### config.mk
export PLATFORM = sky130hd
export DESIGN_NAME = i2c_ctl_byte_decoder
export DESIGN_NICKNAME = d
export VERILOG_FILES = /design/src/rtl/dcb_pkg.sv /design/src/rtl/dcb_addr_cmp.sv /design/src/rtl/dcb_ctrl_chk.sv /design/src/rtl/dcb_ptr.sv /design/src/rtl/i2c_ctl_byte_decoder.sv
export SDC_FILE = /design/constraint.sdc
export NUM_CORES = 1
export LEC_CHECK = 0
export ABC_AREA = 1
export BUFFER_PORTS_ARGS = -buffer_cell sky130_fd_sc_hd__buf_2
export CORE_MARGIN = 5
export CORE_UTILIZATION = 50
export CTS_CLUSTER_SIZE = 14
export DETAILED_ROUTE_END_ITERATION = 10
export PLACE_DENSITY = 0.77
export SLEW_MARGIN = 30
export SYNTH_ARGS = -nofsm -noshare
export SYNTH_HDL_FRONTEND = slang
export SYNTH_SLANG_ARGS = --single-unit
### constraint.sdc
create_clock -name clk -period 2.2 [get_ports clk]
set_input_delay 0.33 -clock clk [delete_from_list [all_inputs] [get_ports clk]]
set_output_delay 0.33 -clock clk [all_outputs]
set_load 0.1 [all_outputs]
### src/rtl/dcb_pkg.sv
package dcb_pkg;

    typedef enum logic [2:0] {
        ST_IDLE,
        ST_ADDR,
        ST_CTRL,
        ST_ONE,
        ST_STREAM,
        ST_READ,
        ST_DROP
    } dcb_state_e;

    typedef struct packed {
        dcb_state_e st;
        logic       dc;
        logic       ack;
        logic       cmd_vld;
        logic [7:0] cmd;
        logic       we;
        logic [7:0] wdata;
    } dcb_regs_t;

    localparam dcb_regs_t DCB_RST = '{
        st:      ST_IDLE,
        dc:      1'b0,
        ack:     1'b0,
        cmd_vld: 1'b0,
        cmd:     8'h00,
        we:      1'b0,
        wdata:   8'h00
    };

endpackage

### src/rtl/dcb_addr_cmp.sv
module dcb_addr_cmp #(
    parameter int          SEL_W  = 2,
    parameter logic [4:0]  PREFIX = 5'b01111
) (
    input  logic [7:0]       byte_i,
    input  logic [SEL_W-1:0] sel_i,
    output logic             hit_o,
    output logic             rd_o
);
    localparam int PFX_W = 7 - SEL_W;

    // device address: fixed prefix, then select pins, then the read flag
    assign hit_o = (byte_i[7:1] == {PREFIX[PFX_W-1:0], sel_i});
    assign rd_o  = byte_i[0];
endmodule

### src/rtl/dcb_ctrl_chk.sv
module dcb_ctrl_chk (
    input  logic [7:0] byte_i,
    output logic       ok_o,
    output logic       co_o,
    output logic       dc_o
);
    assign co_o = byte_i[7];
    assign dc_o = byte_i[6];
    assign ok_o = (byte_i[5:0] == 6'd0);
endmodule

### src/rtl/dcb_ptr.sv
module dcb_ptr #(
    parameter int RAM_DEPTH = 1296,
    parameter int AW        = $clog2(RAM_DEPTH)
) (
    input  logic          clk,
    input  logic          rst_n,
    input  logic          load_i,
    input  logic [AW-1:0] val_i,
    input  logic          adv_i,
    output logic [AW-1:0] ptr_o
);
    localparam logic [AW-1:0] LAST = AW'(RAM_DEPTH - 1);

    logic [AW-1:0] ptr_d, ptr_q;

    always_comb begin
        ptr_d = ptr_q;
        if (load_i) begin
            ptr_d = (val_i > LAST) ? '0 : val_i;
        end else if (adv_i) begin
            ptr_d = (ptr_q == LAST) ? '0 : ptr_q + 1'b1;
        end
    end

    always_ff @(posedge clk or negedge rst_n) begin
        if (!rst_n) ptr_q <= '0;
        else        ptr_q <= ptr_d;
    end

    assign ptr_o = ptr_q;
endmodule

### src/rtl/i2c_ctl_byte_decoder.sv
module i2c_ctl_byte_decoder
    import dcb_pkg::*;
#(
    parameter int RAM_DEPTH = 1296,
    parameter int SEL_W     = 2,
    parameter int AW        = $clog2(RAM_DEPTH)
) (
    input  logic             clk,
    input  logic             rst_n,
    input  logic [SEL_W-1:0] addr_sel_i,
    input  logic             start_i,
    input  logic             stop_i,
    input  logic             rx_vld_i,
    input  logic [7:0]       rx_byte_i,
    input  logic             ptr_load_i,
    input  logic [AW-1:0]    ptr_val_i,
    input  logic [7:0]       status_i,
    output logic             ack_o,
    output logic             cmd_vld_o,
    output logic [7:0]       cmd_o,
    output logic             ram_we_o,
    output logic [AW-1:0]    ram_addr_o,
    output logic [7:0]       ram_wdata_o,
    output logic             rd_act_o,
    output logic [7:0]       rd_data_o
);
    dcb_regs_t     r_d, r_q;
    logic [AW-1:0] waddr_d, waddr_q;
    logic          adr_hit, adr_rd;
    logic          ctl_ok, ctl_co, ctl_dc;
    logic          ptr_adv;
    logic [AW-1:0] ptr_cur;

    dcb_addr_cmp #(.SEL_W(SEL_W)) u_adr (
        .byte_i (rx_byte_i),
        .sel_i  (addr_sel_i),
        .hit_o  (adr_hit),
        .rd_o   (adr_rd)
    );

    dcb_ctrl_chk u_ctl (
        .byte_i (rx_byte_i),
        .ok_o   (ctl_ok),
        .co_o   (ctl_co),
        .dc_o   (ctl_dc)
    );

    dcb_ptr #(.RAM_DEPTH(RAM_DEPTH), .AW(AW)) u_ptr (
        .clk    (clk),
        .rst_n  (rst_n),
        .load_i (ptr_load_i),
        .val_i  (ptr_val_i),
        .adv_i  (ptr_adv),
        .ptr_o  (ptr_cur)
    );

    always_comb begin
        r_d         = r_q;
        r_d.ack     = 1'b0;
        r_d.cmd_vld = 1'b0;
        r_d.we      = 1'b0;
        waddr_d     = waddr_q;
        ptr_adv     = 1'b0;

        if (start_i) begin
            r_d.st = ST_ADDR;
        end else if (stop_i) begin
            r_d.st = ST_IDLE;
        end else if (rx_vld_i) begin
            unique case (r_q.st)
                ST_ADDR: begin
                    if (adr_hit) begin
                        r_d.ack = 1'b1;
                        r_d.st  = adr_rd ? ST_READ : ST_CTRL;
                    end else begin
                        r_d.st = ST_DROP;
                    end
                end
                ST_CTRL: begin
                    if (ctl_ok) begin
                        r_d.ack = 1'b1;
                        r_d.dc  = ctl_dc;
                        r_d.st  = ctl_co ? ST_ONE : ST_STREAM;
                    end else begin
                        r_d.st = ST_DROP;
                    end
                end
                ST_ONE, ST_STREAM: begin
                    r_d.ack = 1'b1;
                    if (r_q.dc) begin
                        r_d.we    = 1'b1;
                        r_d.wdata = rx_byte_i;
                        waddr_d   = ptr_cur;
                        ptr_adv   = 1'b1;
                    end else begin
                        r_d.cmd_vld = 1'b1;
                        r_d.cmd     = rx_byte_i;
                    end
                    if (r_q.st == ST_ONE) r_d.st = ST_CTRL;
                end
                default: ;
            endcase
        end
    end

    always_ff @(posedge clk or negedge rst_n) begin
        if (!rst_n) begin
            r_q     <= DCB_RST;
            waddr_q <= '0;
        end else begin
            r_q     <= r_d;
            waddr_q <= waddr_d;
        end
    end

    assign ack_o       = r_q.ack;
    assign cmd_vld_o   = r_q.cmd_vld;
    assign cmd_o       = r_q.cmd;
    assign ram_we_o    = r_q.we;
    assign ram_addr_o  = waddr_q;
    assign ram_wdata_o = r_q.wdata;
    assign rd_act_o    = (r_q.st == ST_READ);
    assign rd_data_o   = (rd_act_o && !r_q.dc) ? status_i : 8'h00;
endmodule

Word level (Yosys, flattened, before mapping)
Index checks and enable logic that the tools add are counted.
W data, S select, Z words.

storage, ports and cells
  memories = 0
  output and inout bits = 39
  bits in read-only memories = 0
  register bits = 45
  bits in latches = 0
  bits in writable memories = 0

cells by class
  magnitude comparators = 1
  shifts and indexed selects = 0
  add/subtract/negate cells = 1
  eq/ne operators = 8
  bitwise gates (word level) = 3
  div/mod/pow operators = 0
  mux-type cells = 28
  reduce and logical (&&, ||, !) cells = 11
  multiply operators = 0

operator list
  kind                     number
  $mux W11                 4
  $mux W19                 2
  $mux W23                 1
  $mux W3                  7
  $mux W18                 1
  $mux W9                  2
  $reduce_and A5 Y1        3
  $add A11 B1 Y11 const B  1
  $eq A11 B11 Y1 const B   1
  $gt A11 B11 Y1 const B   1
  $pmux W3 S3              1
  $mux W8                  1
  $eq A7 B6 Y1             1
  $mux W1                  7
  $eq A3 B2 Y1 const B     2
  $eq A3 B3 Y1 const B     2
  $logic_not A6 Y1         1
  $reduce_bool A5 Y1       1
  $ne A4 B4 Y1 const B     1
  $eq A3 B1 Y1 const B     1
  $not A1 Y1               3
  $pmux W1 S3              1
  $reduce_and A3 Y1        1
  $reduce_bool A3 Y1       1
  5 further kinds          5

Logic depth before layout (Yosys ltp)
Gate-level depths: netlist (run 1).

  word-level depth = 8
  mapped depth = 10
  mapped depth without buffers = 10

By module
Synthesis (run 1) repeated with hierarchy kept, for this count alone.

unflattened totals
  cell total of the unflattened synthesis = 373
  area total of the unflattened synthesis = 2715.1 um^2

modules (own cells, without submodules)
  module                cells an instance  sequential area each (um^2)  area each (um^2)  times used
  i2c_ctl_byte_decoder  198                850.8                        1660.3            1
  dcb_ptr               151                275.3                        949.7             1
  dcb_addr_cmp          17                 0.0                          68.8              1
  dcb_ctrl_chk          7                  0.0                          36.3              1

Worst setup path after synthesis (run 1)
OpenSTA, ideal clock, no wires.

  path type = flip-flop to output port
  start = register r_q[20] (netlist name)
  end = output rd_data_o[0]
  arrival time = 4.546 ns
  path slack = -2.676 ns
  stages on the path, launching flop included = 5
  path through = dfrtp_1 inv_1 nor3_1 nand2_1 nor2_1

on the way
  cells in the longest elaborated chain, start to end = 3

RTL lines
  what                    RTL line                     source
  start, declared         i2c_ctl_byte_decoder.sv:27   dcb_regs_t r_d, r_q;
  start signal, assigned  i2c_ctl_byte_decoder.sv:111  r_q <= r_d;
  $eq A3 B3 Y1            i2c_ctl_byte_decoder.sv:122  assign rd_act_o = (r_q.st == ST_READ);
  via rd_act_o            i2c_ctl_byte_decoder.sv:24   output logic rd_act_o,
  $logic_and A1 B1 Y1     i2c_ctl_byte_decoder.sv:123  assign rd_data_o = (rd_act_o && !r_q.dc) ? status_i : 8'h00;
  $mux W8                 i2c_ctl_byte_decoder.sv:123
  end, declared           i2c_ctl_byte_decoder.sv:25   output logic [7:0] rd_data_o

The timed path passes the listed nets, and every way through them passes these cells.

Final worst setup path (run 1)
  start = register r_q[21] (netlist name)
  end = output rd_data_o[0]

on the way
  cells in the longest elaborated chain, start to end = 3

RTL lines
  what                 RTL line
  $eq A3 B3 Y1         i2c_ctl_byte_decoder.sv:122
  $logic_and A1 B1 Y1  i2c_ctl_byte_decoder.sv:123
  $mux W8              i2c_ctl_byte_decoder.sv:123

Every way passes these cells.

==> results of run 1 <==
state kept, by name (all words and copies together), names as in the netlist:
signal       count
ack_o            1
cmd_o            8
cmd_vld_o        1
r_q              4
ram_addr_o      11
ram_wdata_o      8
ram_we_o         1
u_ptr.ptr_o     11
through the flow:
step | std cells | power, mW | setup slack, ns | TNS, ns | area, um^2
2_1_floorplan | 339 | 2.09 | -0.311 | -2.35 | 2660
3_3_place_gp | 462 | 2.25 | 0.467 | 0 | 2950
3_5_place_dp | 462 | 2.27 | 0.431 | 0 | 2950
4_1_cts | 471 | 2.83 | 0.0973 | 0 | 3070
5_1_grt | 471 | 2.95 | 0.0378 | 0 | 3070
6_report | 471 | 2.82 | 0.114 | 0 | 3070
per-layer routing:
| layer | share of wire | GRT usage |
|---|---|---|
| met1 | 0.45 | 0.247 |
| met2 | 0.47 | 0.300 |
| met3 | 0.066 | 0.0329 |
| met4 | 0.018 | 0.0781 |
| met5 | 0 | 0 |
cell usage in the layout, fill, tap and decap left out, types with 9 or more instances in the layout:
| master | n |
|---|---|
| nand2_1 | 87 |
| buf_2 | 73 |
| inv_1 | 47 |
| dfrtp_1 | 45 |
| nand3_1 | 21 |
| nor2_1 | 20 |
| o21ai_0 | 17 |
| nand4_1 | 13 |
| o21ai_1 | 11 |
| o21ai_2 | 9 |
worst paths after layout:
| path | start | end | cells past startpoint |
|---|---|---|---|
| worst max-delay path | r_q[21] | rd_data_o[0] | 4 |
| worst min-delay path | rx_byte_i[6] | r_q[19] | 3 |
| worst max register to register | r_q[22] | ram_addr_o[1] | 9 |
| worst min register to register | cmd_o[1] | cmd_o[1] | 2 |
| max in group asynchronous | rst_n | cmd_o[4] | 3 |
| min in group asynchronous | rst_n | u_ptr.ptr_o[10] | 2 |
what timing repair did:
item                                    CTS  global route
endpoints found under the setup margin    0             0
hold endpoints to repair                 11             0
hold buffers                              1             0
layout make-up:
type / count / area [um^2]
flip-flops and latches: 45 / 1130
multi-input cells: 220 / 1160
well taps: 70 / 87.6
clock buffers: 7 / 96.3
repair buffers: 77 / 398
inverters: 51 / 191
fillers: 493 / 2010
clock inverters: 1 / 5.00
power groups by stage:
stage               clock network, mW  registers [mW]  logic, mW
finish                          0.560            1.06       1.20
global route                    0.614            1.07       1.27
CTS                             0.570            1.05       1.21
detailed placement                  0            1.07       1.20
global placement                    0            1.06       1.19
floorplan                           0            1.43      0.662
worst max-delay path, delay by kind of cell (launching register included):
family                 cells  cell delay (ns)
flip-flops                 1             0.46
AND/OR/NAND/NOR            3             0.57
buffers and inverters      1             0.42
cells by family after synthesis:
family,synth area share
buffers and inverters,0.145
DFF,0.436
and+or+nand+nor,0.290
xor gates and xnor gates,0.0102
AOI/OAI and AO/OA,0.114
adders and majority gates,0.00484
==> flow_metrics.py, run 1 <==
metrics = {
    "global_routing": {
        "track_usage": 0.186,
        "grt_pass1_vias": 2120,
        "grt_antenna_before_repair": 0,
        "grt_first_pass_wirelength_um": 9650,
        "grt_max_degree": 24,
        "gr-total-overflow": 0,
    },
    "detailed_routing": {
        "totalWireLength_um": 6010,
        "avgViaCountPerCell": 4.95,
        "antenna_left": 0,
        "vias": 2331,
        "wl_per_cell_um": 12.8,
        "drc": 0,
        "drt_iter0_drc": 135,
        "first_pass_iters": 4,
    },
    "timing": {
        "hold_viol": 0,
        "tightestPinTransition_ns": 0.498,
        "finalCritPeriodShare": 0.948,
        "setup_viol": 0,
        "relSlewSlack": 0.670,
        "holdWs_ns": 0.323,
        "rsz0062_at_grt": "false",
        "fin_crit_ns": 2.09,
        "drv_slew": 0,
        "fmax_mhz": 479,
        "clock_skew_ns": 0.00237,
    },
    "logic_synthesis": {
        "yosysMostFrequentCell": "nand2_1",
        "synthTopCellsByArea": "dfrtp_1 44%, nand2_1 13%, inv_1 6.8%",
        "netlist_area_um2": 2580,
        "synth.distinct_cells": 32,
        "synthTopCellsByCount": "88 x nand2_1, 47 x inv_1, 45 x dfrtp_1, 28 x nor2_1, 21 x nand3_1",
        "ys_ff_latch": 45,
        "ys.flop_type": "dfrtp_1",
        "ys_seq_area_frac": 0.436,
        "synth_warnings": 0,
        "syn_area_per_cell_um2": 7.62,
        "syn_inst": 339,
        "synth_area_leader_cell": "dfrtp_1",
        "synth-edff-count": 0,
        "synth_nets": 375,
        "synth.top_cell.area_share": 0.436,
        "async_reset_ff_frac": 1.00,
    },
    "power": {
        "clkPwrFrac": 0.199,
        "p_per_area_nw_per_um2": 918,
        "p_leak_nw": 1.71,
        "p_seq_frac": 0.375,
        "p_int_mw": 1.44,
        "irDropWorstVdd_v": 0.000595,
        "power_switching_mw": 1.38,
        "switching_share": 0.489,
        "pwr-share-comb": 0.426,
    },
    "final_layout": {
        "areaGrowthSynthToFinish_pct": 18.7,
        "post-route-util": 0.604,
        "drive_gt1_frac": 0.284,
        "antenna_cells": 0,
        "final_net_count": 436,
    },
    "die": {
        "die_y_um": 81.9,
        "dieArea_um2": 6700,
        "io_pins": 74,
        "core_um2": 5070,
        "die_w_um": 81.9,
        "start_util": 0.509,
        "rows": 26,
    },
    "clock_network": {
        "clockBufferDepth": 2,
        "cts_tree": "yes",
        "cts-root-buf": "clkbuf_8",
        "numCtsBuffers": 5,
        "post_cts_buffers": 0,
        "cts.clk_slew.worst_paths_ns": 0.08,
        "clock_sinks": 45,
        "cts.repair.resized": 0,
        "htree_levels": 2,
        "clock_latency_ns": 0.30,
    },
    "setup_path": {
        "critPathCaptureType": "output port",
        "critPathArrivalTime_ns": 1.76,
        "path_max_fanout": 8,
        "path_cells": "nor3_4, nand2_4, nor2_4, buf_2",
        "cp_slowest_stage_delay_ns": 0.46,
        "startpoint_type": "flop",
        "crit_slowest_cell": "dfrtp_1",
        "required_ns": 1.87,
        "ff2ff_setup_slack_ns": 0.47,
        "crit_type": "flop to output port",
    },
    "outcome": {
        "status": "complete, no violations",
    },
    "min_path": {
        "hold_path.class": "primary input to flop",
    },
    "job": {
        "maxCapViolations": 0,
    },
    "placement": {
        "hpwlAfterDp_um": 4640,
        "place.gp.congestion": 0.839,
        "portBuffers": 73,
    },
}
No activity file was read; power rests on OpenSTA's default activity.
==> run 2: changes to the inputs <==
--- a/config.mk
+++ b/config.mk
@@ -7,7 +7,7 @@
 export LEC_CHECK = 0
 export ABC_AREA = 1
 export BUFFER_PORTS_ARGS = -buffer_cell sky130_fd_sc_hd__buf_2
-export CORE_MARGIN = 5
+export CORE_MARGIN = 4
 export CORE_UTILIZATION = 50
 export CTS_CLUSTER_SIZE = 14
 export DETAILED_ROUTE_END_ITERATION = 10
==> run 2 against run 1 <==
Net effect: via count shrank 2.3%; flip-flop and latch count is the same; combinational power is essentially flat; worst setup slack gained 0.011 ns.
==> flow_metrics.py, run 2 (synthesis gave the netlist of run 1 again) <==
metrics = {
    "die": {
        "die_w_um": 79.9,
        "core_um2": 4850,
        "die_y_um": 79.9,
        "start_util": 0.533,
        "io_pins": 74,
        "rows": 25,
        "dieArea_um2": 6380,
    },
    "timing": {
        "tightestPinTransition_ns": 0.496,
        "relSlewSlack": 0.671,
        "finalCritPeriodShare": 0.943,
        "setup_viol": 0,
        "fmax_mhz": 482,
        "clock_skew_ns": 0.00348,
        "holdWs_ns": 0.315,
        "hold_viol": 0,
        "fin_crit_ns": 2.08,
        "rsz0062_at_grt": "false",
        "drv_slew": 0,
    },
    "clock_network": {
        "htree_levels": 2,
        "clock_latency_ns": 0.30,
        "clockBufferDepth": 2,
        "cts.repair.resized": 0,
        "clock_sinks": 45,
        "post_cts_buffers": 0,
        "cts-root-buf": "clkbuf_8",
        "cts_tree": "yes",
        "numCtsBuffers": 5,
        "cts.clk_slew.worst_paths_ns": 0.08,
    },
    "final_layout": {
        "antenna_cells": 0,
        "areaGrowthSynthToFinish_pct": 18.6,
        "drive_gt1_frac": 0.283,
        "final_net_count": 435,
        "multi_input_area_um2": 1160,
        "final_common_cell": "nand2_1",
        "register_area_um2": 1130,
        "layout_common_cells": "87 x nand2_1, 73 x buf_2, 47 x inv_1",
        "layout.cells.non_filler": 467,
        "fill_cells": 452,
    },
    "placement": {
        "place.gp.congestion": 0.915,
        "portBuffers": 73,
        "dp.cells": 458,
        "hpwlAfterDp_um": 4300,
    },
    "job": {
        "maxCapViolations": 0,
    },
    "detailed_routing": {
        "drt_iter0_drc": 212,
        "avgViaCountPerCell": 4.88,
        "wl_per_cell_um": 11.9,
        "vias": 2277,
        "totalWireLength_um": 5560,
        "drc": 0,
        "antenna_left": 0,
        "first_pass_iters": 4,
    },
    "min_path": {
        "hold_path.class": "primary input to flop",
        "min_path_cells": 3,
    },
    "power": {
        "power_mw": 2.78,
        "irDropWorstVdd_v": 0.000549,
        "p_leak_nw": 1.71,
        "p_per_area_nw_per_um2": 907,
    },
    "global_routing": {
        "grt_max_degree": 46,
        "grt_first_pass_wirelength_um": 9930,
        "gr-total-overflow": 0,
        "grt_pass1_vias": 2222,
        "track_usage": 0.195,
        "grt_antenna_before_repair": 0,
    },
    "setup_path": {
        "required_ns": 1.87,
        "ff2ff_path_depth": 10,
        "startpoint_type": "flop",
        "critPathCaptureType": "output port",
        "path_max_fanout": 8,
        "critPathArrivalTime_ns": 1.75,
        "crit_type": "flop to output port",
    },
    "outcome": {
        "status": "complete, no violations",
    },
}
run 2: metal layers:
metal  track usage  routed length, um  vias up
li1              -                  -     1192
met1         0.274               2630      986
met2         0.299               2410       93
met3        0.0406                438        6
met4        0.0642                 85        0
met5             0                  0        -
run 2: path summary, 6_finish.rpt:
path                                      from  slack (ns)        endpoint
worst max-delay path                   r_q[20]        0.12    rd_data_o[0]
worst min-delay path              rx_byte_i[6]        0.32         r_q[19]
worst max register to register  u_ptr.ptr_o[0]        0.57  u_ptr.ptr_o[1]
worst min register to register   ram_addr_o[0]        0.48   ram_addr_o[0]
max in group asynchronous                rst_n        1.46       cmd_vld_o
min in group asynchronous                rst_n        0.53  u_ptr.ptr_o[0]
run 2: critical path, cell delays in order, from the launching register on:
cell,delay (ns)
dfrtp_1,0.44
inv_1,0.11
nor3_4,0.17
nand2_4,0.18
nor2_4,0.13
buf_2,0.42
run 2: timing repair:
item,CTS,global route
endpoints found under the hold margin,33,0
hold buffers,1,0
setup endpoints to repair,0,0
run 2: metrics by stage:
stage | setup slack (ns) | TNS, ns | utilization | instance area (um^2)
after floorplan | -0.311 | -2.35 | - | 2660
after global placement | 0.469 | 0 | 0.610 | 2960
after detailed placement | 0.439 | 0 | 0.610 | 2960
after CTS | 0.0964 | 0 | 0.631 | 3060
after global routing | 0.0335 | 0 | 0.631 | 3060
final | 0.125 | 0 | 0.631 | 3060
run 2: power breakdown:
part | switching, mW | total (mW) | internal [mW] | leakage, nW
combinational | 0.994 | 1.19 | 0.199 | 1.07
sequential | 0.0883 | 1.04 | 0.955 | 0.583
clock | 0.286 | 0.540 | 0.255 | 0.0512
run 2: area by class of cell:
type | instances | share of cell area
well taps | 67 | 0.0274
clock buffers | 6 | 0.0270
inverters | 51 | 0.0625
flip-flops and latches | 45 | 0.368
repair buffers | 76 | 0.132
multi-input cells | 220 | 0.379
clock inverters | 2 | 0.00450
==> run 3: changes to the inputs <==
--- a/config.mk
+++ b/config.mk
@@ -7,11 +7,11 @@
 export LEC_CHECK = 0
 export ABC_AREA = 1
 export BUFFER_PORTS_ARGS = -buffer_cell sky130_fd_sc_hd__buf_2
-export CORE_MARGIN = 4
-export CORE_UTILIZATION = 50
+export CORE_MARGIN = 2
+export CORE_UTILIZATION = 56
 export CTS_CLUSTER_SIZE = 14
 export DETAILED_ROUTE_END_ITERATION = 10
-export PLACE_DENSITY = 0.77
+export PLACE_DENSITY = 0.85
 export SLEW_MARGIN = 30
 export SYNTH_ARGS = -nofsm -noshare
 export SYNTH_HDL_FRONTEND = slang
==> run 3 against run 2 <==
Net effect: core utilization up 6.7 points; critical path depth is the same; non-clock buffer count down 1; critical path type unchanged; register-to-register slack worse by 0.11 ns; fmax fell by 0.41%; die area shrank 19%; hold slack worse by 0.22 ns; total power rose by 5.0%; critical endpoint is now rd_data_o[5]; cell area unchanged; clock skew increased by 0.00077 ns; routed wire length increased by 7.2%.
==> flow_metrics.py, run 3 (synthesis gave the netlist of run 1 again) <==
metrics = {
    "clock_network": {
        "cts-root-buf": "clkbuf_8",
        "clockBufferDepth": 2,
        "post_cts_buffers": 0,
        "cts.repair.resized": 0,
        "clock_sinks": 45,
        "numCtsBuffers": 5,
        "clock_latency_ns": 0.30,
        "htree_levels": 2,
        "cts.clk_slew.worst_paths_ns": 0.09,
        "cts_tree": "yes",
        "cts_hold_buffers": 0,
    },
    "setup_path": {
        "r2r-end": "u_ptr.ptr_o[9]",
        "ff2ff_setup_slack_ns": 0.46,
        "required_ns": 1.87,
        "rr_startpoint": "r_q[22]",
        "startpoint_type": "flop",
        "path_max_fanout": 8,
        "critPathArrivalTime_ns": 1.75,
        "crit_start": "r_q[20]",
        "crit_type": "flop to output port",
        "ff2ff_path_depth": 9,
        "endpoint": "rd_data_o[5]",
        "critPathCaptureType": "output port",
    },
    "final_layout": {
        "final_net_count": 434,
        "final_common_cell": "nand2_1",
        "layout_common_cells": "87 x nand2_1, 66 x buf_2, 47 x inv_1",
        "post-route-util": 0.698,
        "fill_cells": 391,
        "final_area_um2": 3060,
        "antenna_cells": 0,
        "areaGrowthSynthToFinish_pct": 18.6,
        "drive_gt1_frac": 0.283,
    },
    "timing": {
        "hold_viol": 0,
        "tightestPinTransition_ns": 0.553,
        "fin_crit_ns": 2.08,
        "clock_skew_ns": 0.00425,
        "relSlewSlack": 0.631,
        "setup_viol": 0,
        "drv_slew": 0,
        "fmax_mhz": 480,
        "finalCritPeriodShare": 0.947,
    },
    "outcome": {
        "status": "complete, no violations",
    },
    "placement": {
        "place.gp.congestion": 0.921,
        "dpl_cell_area_um2": 2920,
        "portBuffers": 73,
        "hpwlAfterDp_um": 4300,
    },
    "power": {
        "p_per_area_nw_per_um2": 952,
        "p_leak_nw": 1.70,
        "irDropWorstVdd_v": 0.000521,
    },
    "global_routing": {
        "grt_max_degree": 46,
        "grt_pass1_vias": 2067,
        "gr-total-overflow": 0,
        "track_usage": 0.234,
        "grt_first_pass_wirelength_um": 9560,
        "grt_antenna_before_repair": 0,
    },
    "detailed_routing": {
        "first_pass_iters": 6,
        "wl_per_cell_um": 13.2,
        "avgViaCountPerCell": 5.26,
        "drc": 0,
        "vias": 2374,
        "antenna_left": 0,
        "totalWireLength_um": 5960,
        "drt_iter0_drc": 180,
    },
    "die": {
        "die_w_um": 71.9,
        "core_um2": 4380,
        "start_util": 0.589,
        "io_pins": 74,
        "rows": 24,
        "dieArea_um2": 5170,
        "die_y_um": 71.9,
    },
    "job": {
        "maxCapViolations": 0,
    },
    "min_path": {
        "hold_path.class": "primary input to asynchronous set/reset pin",
    },
}
## run 3: changes by cell type in the layout (fill, tap and decap cells not counted)
| cell | before | now |
|---|---|---|
| buf_2 | 73 | 66 |
| clkbuf_4 | 0 | 7 |
| buf_12 | 1 | 0 |
| buf_4 | 1 | 2 |
| bufinv_16 | 0 | 1 |
| clkinv_2 | 1 | 0 |
| clkinv_4 | 1 | 0 |
| clkinvlp_4 | 0 | 1 |
| dlygate4sd3_1 | 1 | 0 |
## run 3: through the flow
stage | power, mW | hold slack [ns] | cells | setup TNS (ns) | setup WS (ns)
floorplan | 2.09 | 0.0344 | 339 | -2.35 | -0.311
global placement | 2.25 | 0.439 | 443 | 0 | 0.468
detailed placement | 2.27 | 0.449 | 443 | 0 | 0.422
CTS | 2.92 | 0.128 | 451 | 0 | 0.0918
global route | 3.04 | 0.134 | 451 | -0.00227 | -0.00227
finish | 2.92 | 0.0969 | 451 | 0 | 0.116
## run 3: how the worst min path moves through the flow
stage | to | depth (start not counted) | start | slack [ns]
floorplan | ack_o | 0 | rst_n | 0.03
global placement | u_ptr.ptr_o[0] | 2 | rst_n | 0.44
finish | u_ptr.ptr_o[1] | 2 | rst_n | 0.1
CTS | u_ptr.ptr_o[0] | 2 | rst_n | 0.13
detailed placement | u_ptr.ptr_o[0] | 2 | rst_n | 0.45
global route | u_ptr.ptr_o[1] | 2 | rst_n | 0.13
## run 3: metal layers
| layer | up-vias | routed length, um | track usage | part of all wire |
|---|---|---|---|---|
| met1 | 1083 | 2610 | 0.321 | 0.44 |
| met2 | 95 | 2890 | 0.378 | 0.48 |
| met4 | 0 | 78 | 0.0860 | 0.013 |
| met5 | - | 0 | 0 | 0 |
| met3 | 8 | 385 | 0.0389 | 0.065 |
| li1 | 1188 | - | - | - |
## run 3: critical path, cell delays in order (launching register included)
cell and delay (ns):
dfrtp_1 0.45, inv_1 0.12, nor3_4 0.17, nand2_4 0.18
nor2_4 0.11, buf_2 0.42
## run 3: area by class of cell
cell class	instances	area, um^2	share of cell area
well taps	52	65.1	0.0213
inverters	51	191	0.0625
multi-input cells	220	1160	0.379
flip-flops and latches	45	1130	0.368
clock buffers	6	82.6	0.0270
repair buffers	75	398	0.130
clock inverters	2	37.5	0.0123
## run 3: power by group
group          internal (mW)  switching [mW]
Sequential             0.957          0.0954
Clock                  0.369           0.286
Combinational          0.197            1.01
Total                   1.52            1.39
